[src/rtl/xroad_signal_ctrl.sv]
module xroad_signal_ctrl #(
  parameter int SHORT_CYC = 3,
  parameter int LONG_CYC  = 8
) (
  input  logic clk,
  input  logic rst,
  input  logic car_waiting,
  output logic hw_green,
  output logic hw_amber,
  output logic hw_red,
  output logic fr_green,
  output logic fr_amber,
  output logic fr_red
);
  localparam int CW = $clog2(LONG_CYC + 1);

  typedef enum logic [1:0] {HWY_GO, HWY_WARN, FARM_GO, FARM_WARN} phase_t;

  phase_t          phase, phase_nx;
  logic [CW-1:0]   elapsed;
  logic            short_done, long_done, restart;

  assign short_done = elapsed >= CW'(SHORT_CYC);
  assign long_done  = elapsed >= CW'(LONG_CYC);

  always_comb begin
    phase_nx = phase;
    unique case (phase)
      HWY_GO:    if (long_done && car_waiting)  phase_nx = HWY_WARN;
      HWY_WARN:  if (short_done)                phase_nx = FARM_GO;
      FARM_GO:   if (long_done || !car_waiting) phase_nx = FARM_WARN;
      FARM_WARN: if (short_done)                phase_nx = HWY_GO;
      default:                                  phase_nx = HWY_GO;
    endcase
  end

  assign restart = phase_nx != phase;

  always_ff @(posedge clk) begin
    if (rst) begin
      phase   <= HWY_GO;
      elapsed <= '0;
    end else begin
      phase <= phase_nx;
      if (restart)         elapsed <= '0;
      else if (!long_done) elapsed <= elapsed + 1'b1;
    end
  end

  assign hw_green = phase == HWY_GO;
  assign hw_amber = phase == HWY_WARN;
  assign hw_red   = phase == FARM_GO || phase == FARM_WARN;
  assign fr_green = phase == FARM_GO;
  assign fr_amber = phase == FARM_WARN;
  assign fr_red   = phase == HWY_GO || phase == HWY_WARN;
endmodule

[config.mk]
export PLATFORM = sky130hd
export DESIGN_NAME = xroad_signal_ctrl
export DESIGN_NICKNAME = d
export VERILOG_FILES = /design/src/rtl/xroad_signal_ctrl.sv
export SDC_FILE = /design/constraint.sdc
export NUM_CORES = 1
export LEC_CHECK = 0
export BUFFER_PORTS_ARGS = -buffer_cell sky130_fd_sc_hd__buf_2
export CAP_MARGIN = 20
export CORE_AREA = 3 3 40 42
export CTS_BUF_LIST = sky130_fd_sc_hd__clkbuf_8
export CTS_CLUSTER_DIAMETER = 150
export CTS_CLUSTER_SIZE = 14
export DETAILED_ROUTE_END_ITERATION = 10
export DIE_AREA = 0 0 43 45
export SLEW_MARGIN = 5
export SYNTH_ARGS = -nofsm -noshare
export SYNTH_HDL_FRONTEND = slang
export SYNTH_SLANG_ARGS = --single-unit
[constraint.sdc]
create_clock -name clk -period 1.5 [get_ports clk]
set_clock_uncertainty 0.2 [all_clocks]
set_input_delay 0.225 -clock clk [delete_from_list [all_inputs] [get_ports clk]]
set_output_delay 0.225 -clock clk [all_outputs]
set_load 0.05 [all_outputs]
==> impl_metrics.yaml <==
floorplanning:
  die_area_um2: 1940
  pin_count: 9
  die_w_um: 43
  std_cell_rows: 13
  coreArea_um2: 1280
  start_util_pct: 25.3
  die_h_um: 45
clock_tree:
  worstSkewPairLatency_ns: 0.22
  cts_tree: "yes"
  root_buffer: "clkbuf_8"
  cts_buffer_depth: 2
  cts_buffers: 3
  h-tree-depth: 1
  postCtsHoldBufs: 0
  clkTransAtPathRegs_ns: 0.04
  clkSinkCount: 6
place:
  hpwl_um: 458
  io_buffers: 8
  place_inst: 60
  place_congestion: 0.689
  dpl_cell_area_um2: 392
power_and_ir_drop:
  netSwitchingPower_w: 0.0000994
  pwr-share-clk_pct: 51.3
  p_leak_nw: 0.194
  p_comb_share_pct: 9.8
  p_per_area_nw_per_um2: 1020
  seq_power_share_pct: 38.9
  internal-power_w: 0.000365
  vdd_drop_max_mv: 0.490
  p_sw_share_pct: 21.4
  finalPower_w: 0.000465
worst_setup_path:
  crit_path_start_kind: "register"
  crit_fanout: 6
  critical_path_class: "reg -> out"
  endpoint_kind: "primary output"
  crit_arrival_ns: 1.01
  reg2regPathDepth: 4
  cpMaxStageDelayCell: "dfxtp_2"
  critPathMaxStageDelay_ns: 0.39
  cp_cell_sequence: "inv_1, nor2_2, buf_6"
  cp.required_ns: 1.07
logic_synthesis:
  ys_ff_latch: 6
  syn_nets: 42
  synth-seq-area-share_pct: 36.9
  yosys_warnings: 0
  synth.avg_cell_area_um2: 8.79
  syn_area_um2: 325
  syn-instance-count: 37
  ys_types: 18
cells_and_area:
  area_growth_pct: 40.0
  finalNonFillerCells: 63
  final_cell_mix: "6 x nor2_1, 5 x buf_2, 4 x inv_1, 4 x dfxtp_1"
  nFillCells: 130
  insertedDiodeCount: 0
  layout-drive-gt1-share_pct: 41.7
  fin_nets: 55
  final_common_cell: "nor2_1"
  design_area_um2: 455
global_route:
  grt_max_degree: 8
  grt_pass1_wl_um: 1020
  antenna_found_initial: 0
  grt_pass1_vias: 237
  grt-ovfl-total: 0
  gr-usage-all-layers_pct: 7.49
sta:
  grt_setup_unrepaired: "no"
  max_slew_margin_pct: 80.0
  fmax_ghz: 0.698
  timing.final.crit_period_ns: 1.43
  tns_ns: 0
  tightest_slew_ns: 0.300
  whs_ns: 0.00864
  fin_crit_sh_pct: 95.5
  finalSetupViolCount: 0
  report.final.slew_viol_count: 0
  final-hold-violation-count: 0
route:
  drt_first_iter_violations: 2
  ant_nets: 0
  firstDrtPassIters: 3
  drt_wl_total_um: 592
  drt_drc_violations_left: 0
  vias: 276
  wl_per_cell_um: 9.40
  via_per_inst: 4.38
worst_hold_path:
  hold_path.class: "in -> reg"
  hold-path-cell-count: 2
run_status:
  outcome: "finished, final reports clean"
flow_run:
  max-cap-violations: 0
==> power by group through the flow <==
stage	combinational (W)	sequential (W)	clock [W]
after floorplan	0.0000305	0.000182	0
after global placement	0.0000432	0.000184	0
after detailed placement	0.0000436	0.000183	0
after CTS	0.0000448	0.000181	0.000246
after global routing	0.0000535	0.000183	0.000259
final	0.0000454	0.000181	0.000238
==> flip-flops by register name, summed over array words and instances (netlist names) <==
| register | count |
|---|---|
| phase | 2 |
| elapsed | 4 |
==> kinds of logic after synthesis <==
family / after synthesis / share of synthesized area [%]
compound gates: 4 / 12.3
xor+xnor: 3 / 8.08
fa+ha+maj: 2 / 7.69
buf+inv: 6 / 9.23
flops: 6 / 36.9
mux: 2 / 6.15
simple gates: 14 / 19.6
==> through the flow <==
step                      util (%)  worst slack (ns)
after floorplan                  -           -0.0698
after global routing          35.4           0.00223
after CTS                     34.4            0.0204
after global placement        30.5             0.131
final                         35.4            0.0682
after detailed placement      30.5             0.122
==> per-layer routing <==
layer | wire length [um] | vias up | GRT usage [%]
met5 | 0 | - | 0
li1 | - | 142 | -
met2 | 248 | 12 | 10.5
met4 | 0 | 0 | 0
met3 | 75 | 0 | 7.17
met1 | 268 | 122 | 8.92
==> path summary, 6_finish.rpt <==
check / slack, ns / from / to
worst max-delay path: 0.07 / phase[0] / fr_amber
worst min-delay path: 0.009 / rst / phase[1]
worst max register to register: 0.18 / elapsed[1] / elapsed[2]
worst min register to register: 0.35 / phase[0] / phase[0]
==> cells in the mapped netlist, drive strengths merged <==
| master | number | area share (%) |
|---|---|---|
| ha | 2 | 7.7 |
| a31oi | 1 | 1.9 |
| o31ai | 1 | 6.5 |
| a21oi | 1 | 1.5 |
| dfxtp | 6 | 37 |
| xnor2 | 2 | 5.4 |
| clkbuf | 1 | 1.2 |
| buf | 1 | 3.5 |
| xor2 | 1 | 2.7 |
| a22oi | 1 | 2.3 |
| nand2b | 1 | 1.9 |
| and2 | 1 | 1.9 |
| nor2 | 9 | 10 |
| nor2b | 1 | 1.9 |
| inv | 4 | 4.6 |
| mux2i | 2 | 6.2 |
| nor3 | 1 | 1.5 |
| and3 | 1 | 1.9 |
==> worst max-delay path, delay by kind of cell (launching register included) <==
kind,cells,cell delay (ns)
flops,1,0.39
buf+inv,2,0.26
simple gates,1,0.13
==> repair_timing <==
action                                  CTS  global route
setup buffers                             0             0
resized for setup                         4             4
endpoints found under the setup margin    3             5
hold endpoints to repair                  0             0
==> layout make-up <==
cell class	instances	area (um^2)	share of cell area [%]
flip-flops and latches	6	123	26.9
repair buffers	10	70.1	15.4
multi-input cells	25	188	41.2
inverters	4	15.0	3.30
clock buffers	3	41.3	9.07
well taps	15	18.8	4.12
Note: power is estimated with default switching activity, not from simulation.
